## src/rtl/lsync_pkg.sv

```systemverilog
package lsync_pkg;
  localparam int STATE_W = 4;

  typedef enum logic [STATE_W-1:0] {
    ST_LOSS  = 4'd0,
    ST_DET1  = 4'd1,
    ST_DET2  = 4'd2,
    ST_DET3  = 4'd3,
    ST_LVL1  = 4'd4,
    ST_LVL2  = 4'd5,
    ST_REC2  = 4'd6,
    ST_LVL3  = 4'd7,
    ST_REC3  = 4'd8,
    ST_LVL4  = 4'd9,
    ST_REC4  = 4'd10
  } lsync_state_e;

  typedef struct packed {
    logic bad;
    logic good;
    logic comma;
  } lsync_evt_t;
endpackage

```

## src/rtl/lsync_sd_watch.sv

```systemverilog
module lsync_sd_watch (
  input  logic clk,
  input  logic rst_n,
  input  logic sig_det,
  output logic force_loss
);
  logic sd_prev_q;

  always_ff @(posedge clk or negedge rst_n) begin
    if (!rst_n) sd_prev_q <= 1'b0;
    else        sd_prev_q <= sig_det;
  end

  // absent signal, or any edge on it, pins the ladder at the bottom
  assign force_loss = !sig_det || (sig_det != sd_prev_q);
endmodule

```

## src/rtl/lsync_classify.sv

```systemverilog
module lsync_classify
  import lsync_pkg::*;
(
  input  logic       take,
  input  logic       is_comma,
  input  logic       is_invalid,
  output lsync_evt_t evt
);
  always_comb begin
    evt.bad   = take && is_invalid;
    evt.comma = take && !is_invalid && is_comma;
    evt.good  = take && !is_invalid && !is_comma;
  end
endmodule

```

## src/rtl/lsync_ladder_next.sv

```systemverilog
module lsync_ladder_next
  import lsync_pkg::*;
#(
  parameter int CNT_W = 2
) (
  input  lsync_state_e     cur,
  input  logic [CNT_W-1:0] cnt,
  input  lsync_evt_t       evt,
  output lsync_state_e     nxt,
  output logic [CNT_W-1:0] nxt_cnt
);
  localparam logic [CNT_W-1:0] CNT_MAX  = {CNT_W{1'b1}};
  localparam logic [CNT_W-1:0] CNT_ZERO = '0;
  localparam logic [CNT_W-1:0] CNT_ONE  = {{(CNT_W-1){1'b0}}, 1'b1};

  always_comb begin
    nxt     = cur;
    nxt_cnt = cnt;
    unique case (cur)
      ST_LOSS: if (evt.comma) nxt = ST_DET1;
      ST_DET1: if (evt.bad) nxt = ST_LOSS; else if (evt.comma) nxt = ST_DET2;
      ST_DET2: if (evt.bad) nxt = ST_LOSS; else if (evt.comma) nxt = ST_DET3;
      ST_DET3: if (evt.bad) nxt = ST_LOSS; else if (evt.comma) nxt = ST_LVL1;
      ST_LVL1: if (evt.bad) begin nxt = ST_LVL2; nxt_cnt = CNT_ZERO; end
      ST_LVL2: begin
        if (evt.bad)       begin nxt = ST_LVL3; nxt_cnt = CNT_ZERO; end
        else if (evt.good) begin nxt = ST_REC2; nxt_cnt = CNT_ONE;  end
      end
      ST_LVL3: begin
        if (evt.bad)       begin nxt = ST_LVL4; nxt_cnt = CNT_ZERO; end
        else if (evt.good) begin nxt = ST_REC3; nxt_cnt = CNT_ONE;  end
      end
      ST_LVL4: begin
        if (evt.bad)       begin nxt = ST_LOSS; nxt_cnt = CNT_ZERO; end
        else if (evt.good) begin nxt = ST_REC4; nxt_cnt = CNT_ONE;  end
      end
      ST_REC2: begin
        if (evt.bad) begin nxt = ST_LVL3; nxt_cnt = CNT_ZERO; end
        else if (evt.good) begin
          if (cnt == CNT_MAX) begin nxt = ST_LVL1; nxt_cnt = CNT_ZERO; end
          else nxt_cnt = cnt + CNT_ONE;
        end
      end
      ST_REC3: begin
        if (evt.bad) begin nxt = ST_LVL4; nxt_cnt = CNT_ZERO; end
        else if (evt.good) begin
          if (cnt == CNT_MAX) begin nxt = ST_LVL2; nxt_cnt = CNT_ZERO; end
          else nxt_cnt = cnt + CNT_ONE;
        end
      end
      ST_REC4: begin
        if (evt.bad) begin nxt = ST_LOSS; nxt_cnt = CNT_ZERO; end
        else if (evt.good) begin
          if (cnt == CNT_MAX) begin nxt = ST_LVL3; nxt_cnt = CNT_ZERO; end
          else nxt_cnt = cnt + CNT_ONE;
        end
      end
      default: begin nxt = ST_LOSS; nxt_cnt = CNT_ZERO; end
    endcase
  end
endmodule

```

## src/rtl/lane_sync_fsm.sv

```systemverilog
module lane_sync_fsm
  import lsync_pkg::*;
#(
  parameter int CNT_W = 2
) (
  input  logic               clk,
  input  logic               rst_n,
  input  logic               mgmt_reset,
  input  logic               sig_det,
  input  logic               cg_valid,
  output logic               cg_ready,
  input  logic               cg_is_comma,
  input  logic               cg_is_invalid,
  output logic               sync_ok,
  output logic [STATE_W-1:0] dbg_state
);
  lsync_state_e     state_q, state_d;
  logic [CNT_W-1:0] cnt_q, cnt_d;
  logic             force_loss;
  logic             take;
  lsync_evt_t       evt;

  assign cg_ready = !mgmt_reset;
  assign take     = cg_valid && cg_ready;

  lsync_sd_watch u_sd (
    .clk        (clk),
    .rst_n      (rst_n),
    .sig_det    (sig_det),
    .force_loss (force_loss)
  );

  lsync_classify u_cls (
    .take       (take),
    .is_comma   (cg_is_comma),
    .is_invalid (cg_is_invalid),
    .evt        (evt)
  );

  lsync_ladder_next #(.CNT_W(CNT_W)) u_nxt (
    .cur     (state_q),
    .cnt     (cnt_q),
    .evt     (evt),
    .nxt     (state_d),
    .nxt_cnt (cnt_d)
  );

  always_ff @(posedge clk or negedge rst_n) begin
    if (!rst_n) begin
      state_q <= ST_LOSS;
      cnt_q   <= '0;
    end else if (mgmt_reset || force_loss) begin
      state_q <= ST_LOSS;
      cnt_q   <= '0;
    end else begin
      state_q <= state_d;
      cnt_q   <= cnt_d;
    end
  end

  assign dbg_state = state_q;
  assign sync_ok   = (state_q != ST_LOSS) && (state_q != ST_DET1) &&
                     (state_q != ST_DET2) && (state_q != ST_DET3);
endmodule

```

## config.mk

```make
export PLATFORM = sky130hd
export DESIGN_NAME = lane_sync_fsm
export DESIGN_NICKNAME = d
export VERILOG_FILES = /design/src/rtl/lsync_pkg.sv /design/src/rtl/lsync_sd_watch.sv /design/src/rtl/lsync_classify.sv /design/src/rtl/lsync_ladder_next.sv /design/src/rtl/lane_sync_fsm.sv
export SDC_FILE = /design/constraint.sdc
export NUM_CORES = 1
export LEC_CHECK = 0
export ABC_AREA = 1
export BUFFER_PORTS_ARGS = -buffer_cell sky130_fd_sc_hd__buf_2
export CAP_MARGIN = 40
export CELL_PAD_IN_SITES_DETAIL_PLACEMENT = 1
export CELL_PAD_IN_SITES_GLOBAL_PLACEMENT = 1
export CORE_AREA = 2 2 53 55
export DETAILED_ROUTE_END_ITERATION = 10
export DIE_AREA = 0 0 55 57
export PLACE_DENSITY = 0.62
export SYNTH_ARGS = -nofsm -noshare
export SYNTH_HDL_FRONTEND = slang
export SYNTH_HIERARCHICAL = 1
export SYNTH_SLANG_ARGS = --single-unit
```

## constraint.sdc

```tcl
create_clock -name clk -period 2.8 [get_ports clk]
set_input_delay 0.14 -clock clk [delete_from_list [all_inputs] [get_ports clk]]
set_output_delay 0.14 -clock clk [all_outputs]
set_load 0.02 [all_outputs]
```

* Yosys cells after proc, flatten, opt, wreduce, memory -nomap -nowiden *
Index checks and enable logic that the tools add are counted.

cells by class
  reduce and logical (&&, ||, !) cells = 21
  eq/ne operators = 32
  add/sub/neg operators = 1
  multiplexer cells = 33

operator list
  cell                   number
  $mux W4                24
  $pmux W4 S11           1
  $ne A4 B4 Y1 const B   9
  $eq A4 B3 Y1 const B   4
  $mux W2                7
  $reduce_and A14 Y1     1
  $eq A4 B4 Y1 const B   3
  $ne A4 B1 Y1 const B   3
  $ne A4 B3 Y1 const B   3
  $eq A4 B2 Y1 const B   2
  $logic_and A1 B1 Y1    8
  $ne A4 B2 Y1 const B   2
  $pmux W2 S4            1
  $ne A3 B3 Y1 const B   2
  $reduce_or A3 Y1       2
  $eq A4 B1 Y1 const B   1
  $logic_not A1 Y1       4
  $logic_not A4 Y1       1
  $reduce_and A4 Y1      1
  $reduce_bool A4 Y1     1
  $reduce_or A4 Y1       1
  $add A2 B1 Y2 const B  1
  $eq A2 B2 Y1 const B   1
  $logic_or A1 B1 Y1     2
  other kinds (2)        2

word-level totals
  output and inout bits = 6
  bits in registers = 7
  word-level logic and storage cells = 90
  input port bits = 7

* Depth between registers and ports, before layout *
Gate-level depths: netlist of run 1.

  depth after elaboration = 8
  gate-level depth with buffers = 13
  gate-level depth less buffers = 13

* Hierarchy *
Netlist of run 1, hierarchy kept.

by module, submodules not included
  module             times used  cells each  sequential area each (um2)  area each (um2)
  lsync_ladder_next  1           100         0.0                         456.7
  lane_sync_fsm      1           24          150.1                       227.7
  lsync_sd_watch     1           2           25.0                        28.8
  lsync_classify     1           7           0.0                         26.3

* Worst setup path after synthesis of run 1 *
OpenSTA, ideal clock, no wires.

  kind = reg2reg
  start point = register state_q[0] (netlist: dbg_state[0])
  end point = register state_q[0] (netlist: dbg_state[0])
  stages on the path, launching flop included = 10
  clock period less this slack = 1251 ps
  path buffers = 1
  data arrival time = 1180 ps
  required time = 2729 ps
  slack = 1549 ps
  setup time = 71 ps
  cells stage by stage = dfrtp_1 > buf_4 > inv_1 > nor2_1 > nand3_1 > nand2_1 > nand2_1 > nand3_1 > inv_1 > nor2_1

between the ends
  longest elaborated chain between the ends = 3
  elaborated cells on any way between the ends = 28
  classes of those cells = eq/ne: 24; mux: 2; reduce/logical: 2

ends and longest elaborated chain
  item                                  RTL line                 text
  start, declared                       lane_sync_fsm.sv:17      lsync_state_e state_q, state_d;
  start signal, assigned                lane_sync_fsm.sv:56      state_q <= state_d;
  $eq A4 B4 Y1 (tied with other cells)  lsync_ladder_next.sv:19  unique case (cur)
  $pmux W4 S11 (*)                      lsync_ladder_next.sv:19
  net state_d[0]                        lane_sync_fsm.sv:17
  $mux W4 (*)                           lane_sync_fsm.sv:52      end else if (mgmt_reset || force_loss) begin

Mark *: on every way through the listed nets, which the timed path passes. The rest lies on a longest branch.
A chain may end at the register's enable or synchronous reset.

* Worst setup path after layout of run 1 *
  start point = register cnt_q[0]
  end point = register state_q[3] (netlist: dbg_state[3])

between the ends
  longest elaborated chain between the ends = 3
  elaborated cells on any way between the ends = 5
  classes of those cells = eq/ne: 4; reduce/logical: 1

ends and longest elaborated chain
  item                                     RTL line                                                                   text
  start, declared                          lane_sync_fsm.sv:18                                                        logic [CNT_W-1:0] cnt_q, cnt_d;
  start signal, assigned                   lane_sync_fsm.sv:57                                                        cnt_q <= cnt_d;
  $eq A2 B2 Y1 (*)                         lsync_ladder_next.sv:40, lsync_ladder_next.sv:47, lsync_ladder_next.sv:54
  $ne A4 B3 Y1 (no source line)            -
  $reduce_and A14 Y1 (no source line) (*)  -

Mark *: on every way between the ends. The rest lies on a longest branch, timed or not.

==> summary.txt, run 1 <==
Setup path
  • Reg-to-Reg Start: cnt_q[0]
  • Kind of critical path: reg2reg
  • Startpoint Class: flip-flop
  • CP cell instances: ha_1, nand2_1, inv_1, o21ai_0, nand2_1, o211ai_1, inv_1, nor2_1
  • Crit end category: flip-flop
  • WP data required: about 3 ns
  • Slowest stage cell, crit path: dfrtp_1
  • Reg2reg setup slack: 1.39 ns
  • Critical path arrival: 1.59 ns
  • CP max stage delay: 0.42 ns
  • R2R cell count: 8
  • RR Endpoint: dbg_state[3]
  • CP Max Fanout: 4

Clock network
  • Clock Path Buffers: 2
  • Clock-pin slew on the worst setup and hold paths: 0.06 ns
  • Root Driver: clkbuf_4
  • CTS tree: built
  • Clk_lat worst skew: 0.25 ns
  • Sink Count: 7
  • # H-tree levels: 1
  • TritonCTS Buffers: 3
  • Cts repair resizes: 0

Min path
  • Hold Path Sink: cnt_q[1]
  • Hold depth: 4
  • Worst min path class: in2reg
  • Min-delay src: mgmt_reset

Synth
  • Synth top cells by count: 39 x nand2_1, 32 x nor2_1, 19 x inv_1, 13 x nand3_1, 7 x dfrtp_1
  • Syn Nets: between 100 and 150
  • Ys flop type: dfrtp_1
  • Yosys warnings: 6
  • Largest area contributor in the netlist: dfrtp_1
  • Mean area per synthesized cell: between 5 and 6 sq um
  • Top-area cell type share of the netlist area: a little under a quarter
  • Top post-synthesis cells by area: dfrtp_1 24%, nand2_1 20%, nor2_1 16%
  • Synthesis-stage register bit count: 7
  • Cell with the most instances after synthesis: nand2_1
  • Number of synthesized flops with an enable pin: 0
  • Mapped Cells: ~130
  • Ys async rst share: between 90% and 100%
  • Mapped Area: around 740 sq um
  • Sequential area share after synthesis: 23.69%
  • Distinct cells, synth: 20

GRT
  • Vias in the first global route: 892
  • Largest net degree at the start of global routing: 12
  • Global route overflow: 0
  • Initial antenna violation count: 0
  • Global Route Usage Sum: between 10% and 20%
  • Global-route wire length before repair: between 3000 and 4000 um

Layout
  • P&R area growth vs syn: 16.58%
  • Inserted Diodes: 0
  • Layout Nets: 157
  • Share of cells above drive strength 1: 17.57%

Power and ir drop
  • P_leak: between 0.4 and 0.5 nW
  • Power per cell area: ~260 nW/um^2
  • Max VDD drop: around 0.2 mV

STA
  • Final setup vio count: 0
  • Tcrit/Tclk final: 50.34%
  • Final Max Slew Viols: 0
  • Clock skew: about 0.0058 ns
  • Final Hold Fails: 0
  • Setup TNS: 0 ns
  • Max-slew headroom: 74.91%
  • Max Fclk: 0.7095 GHz
  • RSZ-0062 raised after global routing: false
  • Worst-margin pin slew: 0.3750 ns
  • Min Hold Slack: between 0.15 and 0.2 ns
  • Minimum clock period: 1.410 ns

Drt
  • Routed wire per std cell: 12.13 um
  • Residual DRC: 0
  • Via density: 4.721
  • DR vias: 845
  • 1st-pass router iterations: 4
  • WL final: 2171 um
  • DR iter-0 viols: 18
  • Routed Antenna Nets: 0

Floorplanning
  • Initial Util: between 20 and 30%
  • Die Span Y: 57 um
  • Die ar.: 3135 sq um
  • Core ar.: roughly 2600 sq um
  • # IOs: 13
  • Num rows: 19
  • Die Wd: 55 um

Place
  • Placer Congestion: approximately 0.84
  • Buffers on Ports: 12
  • Dpl hpwl: 1777 um

Run
  • Max Cap Viol: 0

Outcome
  • Status: finished, final reports clean
[sequential cells by signal, indices dropped and copies added (netlist names)]
register and cells:
u_sd/sd_prev_q 1, dbg_state 4, cnt_q 2
[power breakdown]
| part | leakage [nW] | switching, W | internal [W] |
|---|---|---|---|
| clock network | 0.0177 | 0.0000387 | 0.0000522 |
| logic | 0.373 | 0.0000190 | 0.00000992 |
| registers | 0.0955 | 0.000000491 | 0.000102 |
[critical path: cells and delay by family (launching register included)]
kind / cells / cell delay, ns
adder cells (fa/ha/maj): 1 / 0.24
flip-flops: 1 / 0.42
buffers and inverters: 2 / 0.15
AO/OA/AOI/OAI: 2 / 0.26
AND/OR/NAND/NOR: 3 / 0.28
[cell type report]
class | count | area [sq um]
Clock buffer | 3 | 22.52
Clock inverter | 1 | 5.005
Tap cell | 31 | 38.79
Multi-Input combinational cell | 101 | 457.9
Inverter | 22 | 82.58
Timing Repair Buffer | 14 | 80.08
Sequential cell | 7 | 175.2
Fill cell | 367 | 1753
[cell usage in the layout (no fill, tap or decap), drive strengths merged]
master and n:
ha 1, dfrtp 7, nand3 13, clkinv 1, or2 1, nand4 3
o211ai 1, clkbuf 3, dlygate4sd3 2, nor3 2, nand2 42, o21ai 3
nor2 35, buf 12, inv 22
[stage by stage]
stage | std cells | area [sq um] | util, % | worst slack [ns] | total power (W)
5_1_grt | 179 | 862.1 | 32.97 | 1.232 | 0.0002428
4_1_cts | 178 | 852.1 | 32.58 | 1.361 | 0.0002260
2_1_floorplan | 133 | 739.5 | - | 1.549 | 0.0001197
3_5_place_dp | 173 | 814.5 | 31.15 | 1.254 | 0.0001311
6_report | 179 | 862.1 | 32.97 | 1.390 | 0.0002224
3_3_place_gp | 173 | 814.5 | 31.15 | 1.245 | 0.0001305
[routing by layer]
metal	wire (um)	share of wire (%)	up-vias	track usage, %
li1	-	-	432	-
met1	1014	47	393	21.38
met2	1084	50	16	26.70
met3	43	2.0	4	3.403
met4	29	1.3	0	8.362
met5	0	0	-	0
[worst max-delay path by stage]
stage / startpoint / endpoint / slack [ns] / cells past startpoint
global route: dbg_state[0] / dbg_state[0] / 1.23 / 8
CTS: dbg_state[0] / dbg_state[0] / 1.36 / 8
finish: cnt_q[0] / dbg_state[3] / 1.39 / 8
detailed placement: mgmt_reset / dbg_state[1] / 1.25 / 13
floorplan: dbg_state[0] / dbg_state[0] / 1.55 / 9
global placement: mgmt_reset / dbg_state[1] / 1.24 / 13
[repair_timing]
action	4_1_cts	5_1_grt
hold buffers	1	1
hold endpoints to repair	7	1
buffers inserted	0	0
[logic make-up after synthesis]
kind of cell | count (synthesis) | synth area share [%]
buffers and inverters | 25 | 14.38
flip-flops | 7 | 23.69
AND/OR/NAND/NOR | 96 | 56.68
AO/OA/AOI/OAI | 4 | 3.554
adder cells (fa/ha/maj) | 1 | 1.692
No activity file was read; power rests on OpenSTA's default activity.
==> run 2, diff against run 1 <==
--- a/config.mk
+++ b/config.mk
@@ -13,7 +13,7 @@
 export CORE_AREA = 2 2 53 55
 export DETAILED_ROUTE_END_ITERATION = 10
 export DIE_AREA = 0 0 55 57
-export PLACE_DENSITY = 0.62
+export PLACE_DENSITY = 0.65
 export SYNTH_ARGS = -nofsm -noshare
 export SYNTH_HDL_FRONTEND = slang
 export SYNTH_HIERARCHICAL = 1
==> constraint.sdc (replaced) <==
create_clock -name clk -period 1.1 [get_ports clk]
set_input_delay 0.055 -clock clk [delete_from_list [all_inputs] [get_ports clk]]
set_output_delay 0.055 -clock clk [all_outputs]
set_load 0.02 [all_outputs]
==> run 2 against run 1 <==
Via count grew 13%. Largest power group unchanged. Total power grew to 2.7 times the previous value. Count of clock-buffer cells in the layout grew 1. The flow now finishes with violations (negative setup slack). Clock power grew to 2.7 times the previous value. Worst hold slack lost 0.036 ns. Cell count grew 12%.
==> summary.txt, run 2 (synthesized netlist as in run 1, its figures left out) <==
Place
  • Placer Congestion: 0.8208 (was 0.8398)
  • Post-Place Worst Slack: -0.2100 ns (was 1.254 ns)
  • Placed cell count: 188 (was 173)
  • Dpl hpwl: 1945 um (was 1777 um)
  • Placed Instance Area: 967.2 sq um (was 814.5 sq um)
  • Buffers on Ports: 12 (unchanged)

Floorplanning
  • # IOs: 13 (unchanged)
  • Die ar.: 3135 sq um (unchanged)
  • Die Span Y: 57 um (unchanged)
  • Core ar.: 2615 sq um (unchanged)
  • Num rows: 19 (unchanged)
  • Die Wd: 55 um (unchanged)
  • Initial Util: 28.28% (unchanged)

Layout
  • Finished Cell Area: 1171 sq um (was 862.1 sq um)
  • Most common cell after layout, fill and taps aside: nand2_1 (unchanged)
  • Inserted Diodes: 0 (unchanged)
  • Most frequent cells in the layout: 31 x nand2_1, 25 x nor2_1, 15 x inv_1 (was 39 x nand2_1, 32 x nor2_1, 19 x inv_1)
  • Max reg flops: 4 (unchanged)
  • P&R area growth vs syn: 58.38% (was 16.58%)
  • Final non-filler cell total: 200 (was 179)
  • Layout Nets: 178 (was 157)
  • Share of cells above drive strength 1: 43.79% (was 17.57%)

Clock network
  • Root Driver: clkbuf_4 (unchanged)
  • TritonCTS Buffers: 3 (unchanged)
  • # H-tree levels: 1 (unchanged)
  • Clock Path Buffers: 2 (unchanged)
  • Clk_lat worst skew: 0.26 ns (was 0.25 ns)
  • Sink Count: 7 (unchanged)
  • Clock-pin slew on the worst setup and hold paths: 0.05 ns (was 0.06 ns)
  • CTS tree: built (unchanged)

STA
  • Final Max Slew Viols: 0 (unchanged)
  • Setup WS post-layout: -0.2485 ns (was 1.390 ns)
  • Final Hold Fails: 0 (unchanged)
  • Minimum clock period: 1.349 ns
  • Final setup vio count: 8 (was 0)
  • Tcrit/Tclk final: 122.6%
  • Min Hold Slack: 0.1530 ns (was 0.1887 ns)
  • RSZ-0062 raised after global routing: true (was false)
  • Max-slew headroom: 81.60% (was 74.91%)
  • Worst-margin pin slew: 0.2750 ns (was 0.3750 ns)
  • Setup TNS: -1.326 ns (was 0 ns)
  • Clock skew: 0.001045 ns (was 0.005780 ns)
  • Max Fclk: between 0.7 and 0.8 GHz

GRT
  • Met2 Use GR: 32.48% (was 26.70%)
  • Met1 usage: 22.90% (was 21.38%)
  • Largest net degree at the start of global routing: 10 (was 12)
  • Global-route wire length before repair: 4202 um (was 3898 um)
  • Grt peak-use layer: met2 (unchanged)
  • Initial antenna violation count: 0 (unchanged)
  • Global route overflow: 0 (unchanged)
  • Vias in the first global route: 977 (was 892)
  • GR Util met3: 1.571% (was 3.403%)
  • Global Route Usage Sum: 18.46% (was 16.88%)

Setup path
  • CP Max Fanout: 4 (unchanged)
  • Worst Setup SP: dbg_state[3] (was cnt_q[0])
  • Startpoint Class: flip-flop (unchanged)
  • R2R cell count: 8 (unchanged)
  • Reg2reg setup slack: -0.21 ns (was 1.39 ns)
  • WP data required: 1.04 ns (was 2.98 ns)
  • Reg-to-Reg Start: dbg_state[3] (was cnt_q[0])
  • RR Endpoint: cnt_q[1] (was dbg_state[3])
  • Kind of critical path: reg2out (was reg2reg)
  • Crit end category: primary output (was flip-flop)
  • Critical path arrival: 1.29 ns (was 1.59 ns)
  • Worst Setup EP: sync_ok (was dbg_state[3])

Drt
  • WL final: 2587 um (was 2171 um)
  • DR vias: 958 (was 845)
  • Residual DRC: 0 (unchanged)
  • Via density: 4.790 (was 4.721)
  • 1st-pass router iterations: 4 (unchanged)
  • Routed Antenna Nets: 0 (unchanged)
  • DR iter-0 viols: 15 (was 18)
  • Routed wire per std cell: 12.94 um (was 12.13 um)

Outcome
  • Failing checks: negative setup slack
  • Status: complete, but fails checks (was finished, final reports clean)

Run
  • Max Cap Viol: 0 (unchanged)

Power and ir drop
  • Comb pwr share: 16.3% (was 13.0%)
  • Clock share of power: 40.2% (was 40.9%)
  • Psw: 0.0001581 W (was 0.00005819 W)
  • Max VDD drop: 0.7032 mV (was 0.2008 mV)
  • Power per cell area: 511.0 nW/um^2 (was 258.0 nW/um^2)
  • P_leak: 0.6073 nW (was 0.4857 nW)
  • Internal: 0.0004404 W (was 0.0001642 W)
  • Part of the power in registers: 43.5% (was 46.1%)
  • Sw frac: 26.41% (was 26.17%)

Min path
  • Worst min path class: in2async (was in2reg)
==> run 2: changes by cell type in the layout (fill, tap and decap cells not counted), moves of 3 or more <==
cell and change:
nand2_1 -8, dfrtp_2 +4, dfrtp_1 -4, nand2_2 +8, buf_4 +13, buf_6 +10, buf_2 -3, nor2_1 -7
inv_4 +3, nor2_2 +7, inv_1 -4
==> run 2: worst min-delay path by stage <==
stage | start | to | slack [ns]
floorplan | rst_n | cnt_q[0] | -0.24
global placement | rst_n | cnt_q[1] | -0.11
detailed placement | rst_n | cnt_q[1] | -0.10
CTS | rst_n | cnt_q[1] | 0.15
global route | rst_n | cnt_q[1] | 0.18
finish | rst_n | cnt_q[1] | 0.15
==> run 2: per-stage QoR <==
| step | util, % | total power [W] |
|---|---|---|
| global route | 44.78 | 0.0006346 |
| global placement | 36.99 | 0.0003509 |
| CTS | 41.05 | 0.0006017 |
| floorplan | - | 0.0003061 |
| detailed placement | 36.99 | 0.0003516 |
| finish | 44.78 | 0.0005985 |
==> run 2: per-layer routing <==
layer | wire length [um] | vias to the layer above
met5 | 0 | -
met4 | 30 | 0
met3 | 70 | 2
met2 | 1351 | 15
met1 | 1134 | 463
li1 | - | 478
==> run 2: layout make-up <==
cell class / count / area (sq um)
fillers: 363 / 1444
multi-input cells: 101 / 535.5
repair buffers: 35 / 295.3
flip-flops and latches: 7 / 180.2
inverters: 22 / 95.09
well taps: 31 / 38.79
clock buffers: 4 / 26.28
==> run 2: worst max-delay path: stages, from the launching register on <==
cell     delay (ns)
dfrtp_2        0.44
buf_12         0.14
buf_6          0.11
or2_1          0.21
buf_6          0.13
==> run 2: power by group through the flow <==
stage                     clock (W)  sequential, W  combinational [W]
after floorplan                   0       0.000265          0.0000410
after global placement            0       0.000266          0.0000852
after detailed placement          0       0.000266          0.0000858
after CTS                  0.000246       0.000260          0.0000957
after global routing       0.000264       0.000260           0.000110
final                      0.000241       0.000261          0.0000973
==> run 2: repair_timing <==
action / 4_1_cts / 5_1_grt
setup endpoints to repair: 7 / 8
hold buffers: 2 / 0
setup buffers: 3 / 3
endpoints found under the hold margin: 8 / 0
pin swaps: 9 / 10
resized for setup: 13 / 22
==> run 3, diff against run 2 <==
--- a/config.mk
+++ b/config.mk
@@ -10,10 +10,10 @@
 export CAP_MARGIN = 40
 export CELL_PAD_IN_SITES_DETAIL_PLACEMENT = 1
 export CELL_PAD_IN_SITES_GLOBAL_PLACEMENT = 1
-export CORE_AREA = 2 2 53 55
+export CORE_AREA = 2 2 52 54
 export DETAILED_ROUTE_END_ITERATION = 10
-export DIE_AREA = 0 0 55 57
-export PLACE_DENSITY = 0.65
+export DIE_AREA = 0 0 54 56
+export PLACE_DENSITY = 0.67
 export SYNTH_ARGS = -nofsm -noshare
 export SYNTH_HDL_FRONTEND = slang
 export SYNTH_HIERARCHICAL = 1
==> run 3 against run 2 <==
The flow still finishes with violations (negative setup slack). Highest routed layer unchanged. Global-route usage hardly changed. Largest cell class unchanged. Worst hold slack better by 0.029 ns. Total power down 1.6%. Sequential share of layout area rose by 0.65 points. Clock power fell by 3%.
==> summary.txt, run 3 (synthesized netlist as in run 1, its figures left out) <==
Setup path
  • CP Max Fanout: 5 (was 4)
  • Critical path arrival: 1.47 ns (was 1.29 ns)
  • Crit end category: flip-flop (was primary output)
  • WP data required: 1.28 ns (was 1.04 ns)
  • Kind of critical path: reg2reg (was reg2out)
  • Startpoint Class: flip-flop (unchanged)

Power and ir drop
  • Max VDD drop: 0.5637 mV (was 0.7032 mV)
  • P_leak: 0.5933 nW (was 0.6073 nW)
  • Power per cell area: 524.0 nW/um^2 (was 511.0 nW/um^2)
  • Total power after layout: 0.0005888 W (was 0.0005985 W)

Layout
  • Share of cells above drive strength 1: 43.29% (was 43.79%)
  • Layout Nets: 173 (was 178)
  • Final non-filler cell total: 194 (was 200)
  • Inserted Diodes: 0 (unchanged)
  • Finished Cell Area: 1124 sq um (was 1171 sq um)
  • Max reg flops: 4 (unchanged)
  • Most frequent cells in the layout: 30 x nand2_1, 26 x nor2_1, 16 x inv_1 (was 31 x nand2_1, 25 x nor2_1, 15 x inv_1)
  • Most common cell after layout, fill and taps aside: nand2_1 (unchanged)
  • P&R area growth vs syn: 51.95% (was 58.38%)
  • FILL cells: 325 (was 363)

STA
  • Worst-margin pin slew: 0.3848 ns (was 0.2750 ns)
  • Setup WS post-layout: -0.1866 ns (was -0.2485 ns)
  • Tcrit/Tclk final: 117.0% (was 122.6%)
  • Minimum clock period: 1.287 ns (was 1.349 ns)
  • Clock skew: 0.0001567 ns (was 0.001045 ns)
  • Final setup vio count: 7 (was 8)
  • Max Fclk: 0.7772 GHz (was 0.7416 GHz)
  • Min Hold Slack: 0.1818 ns (was 0.1530 ns)
  • Final Max Slew Viols: 0 (unchanged)
  • Final Hold Fails: 0 (unchanged)
  • Max-slew headroom: 74.25% (was 81.60%)
  • RSZ-0062 raised after global routing: true (unchanged)

Run
  • Max Cap Viol: 0 (unchanged)

Place
  • Buffers on Ports: 12 (unchanged)
  • Placed Instance Area: 935.9 sq um (was 967.2 sq um)
  • Dpl hpwl: 1950 um (was 1945 um)
  • Placer Congestion: 0.8208 (unchanged)
  • Placed cell count: 183 (was 188)
  • Post-Place Worst Slack: -0.2025 ns (was -0.2100 ns)

Drt
  • DR iter-0 viols: 12 (was 15)
  • DR vias: 929 (was 958)
  • Routed wire per std cell: 14.25 um (was 12.94 um)
  • WL final: 2765 um (was 2587 um)
  • Residual DRC: 0 (unchanged)
  • Routed Antenna Nets: 0 (unchanged)
  • 1st-pass router iterations: 4 (unchanged)
  • Via density: 4.789 (was 4.790)

GRT
  • Largest net degree at the start of global routing: 11 (was 10)
  • Global route overflow: 0 (unchanged)
  • Global-route wire length before repair: 4119 um (was 4202 um)
  • Vias in the first global route: 950 (was 977)
  • Initial antenna violation count: 0 (unchanged)
  • Global Route Usage Sum: 18.50% (was 18.46%)

Floorplanning
  • Num rows: 18 (was 19)
  • Die Wd: 54 um (was 55 um)
  • Core ar.: 2432 sq um (was 2615 sq um)
  • Die Span Y: 56 um (was 57 um)
  • # IOs: 13 (unchanged)
  • Die ar.: 3024 sq um (was 3135 sq um)
  • Initial Util: 30.40% (was 28.28%)

Min path
  • Worst min path class: in2async (unchanged)

Clock network
  • Clock Path Buffers: 2 (unchanged)
  • Clk_lat worst skew: 0.25 ns (was 0.26 ns)
  • CTS tree: built (unchanged)
  • Sink Count: 7 (unchanged)
  • # H-tree levels: 1 (unchanged)
  • Clock-pin slew on the worst setup and hold paths: 0.05 ns (about the same)
  • Root Driver: clkbuf_4 (unchanged)
  • TritonCTS Buffers: 3 (unchanged)

Outcome
  • Status: complete, but fails checks (unchanged)
  • Failing checks: negative setup slack (unchanged)
run 3: repair_timing:
item	CTS	global route
hold buffers	2	0
hold endpoints to repair	8	0
gates resized for setup	4	28
setup endpoints to repair	7	7
buffers inserted	2	3
pin swaps	2	16
run 3: where the power goes:
group | internal [W] | total [W] | switching, W
registers | 0.000260 | 0.000261 | 0.00000137
clock network | 0.000138 | 0.000234 | 0.0000953
logic | 0.0000374 | 0.0000937 | 0.0000563
run 3: routing by layer:
layer  up-vias  global-route usage, %  part of all wire, %
met5         -                      0                    0
met4         0                  3.929                 0.98
met3         2                  5.376                  2.0
met2        13                  32.93                   57
met1       448                  21.09                   40
li1        466                      -                    -
run 3: final timing paths:
kind	start	to	slack [ns]	cells after the start
hold reg to reg	u_sd/sd_prev_q	cnt_q[1]	0.64	4
setup reg to reg	dbg_state[0]	cnt_q[0]	-0.19	8
hold / removal	rst_n	dbg_state[3]	0.18	2
max in group asynchronous	rst_n	dbg_state[0]	0.75	2
setup / recovery	dbg_state[0]	cnt_q[0]	-0.19	8
min in group clk	mgmt_reset	cnt_q[1]	0.20	5
run 3: critical path: stages, from the launching register on:
cell and delay [ns]:
dfrtp_2 0.48, buf_6 0.15, nor2_2 0.12, nand2_2 0.07, nand2_2 0.10, nand3_1 0.09, nand3_2 0.08, inv_1 0.04
nor2_1 0.09
run 3: final cells by class:
class	count	area, sq um	area share [%]
multi-input combinational	101	558.0	49.67
sequential	7	180.2	16.04
inverter	22	90.09	8.018
clock buffer	4	26.28	2.339
timing repair buffer	30	231.5	20.60
tap	30	37.54	3.341
run 3: metrics by stage:
stage / setup TNS, ns / util, %
final: -0.9439 / 46.19
after global placement: -0.7397 / 38.48
after CTS: -0.9274 / 41.51
after floorplan: -0.1579 / -
after global routing: -1.437 / 46.19
after detailed placement: -0.9804 / 38.48
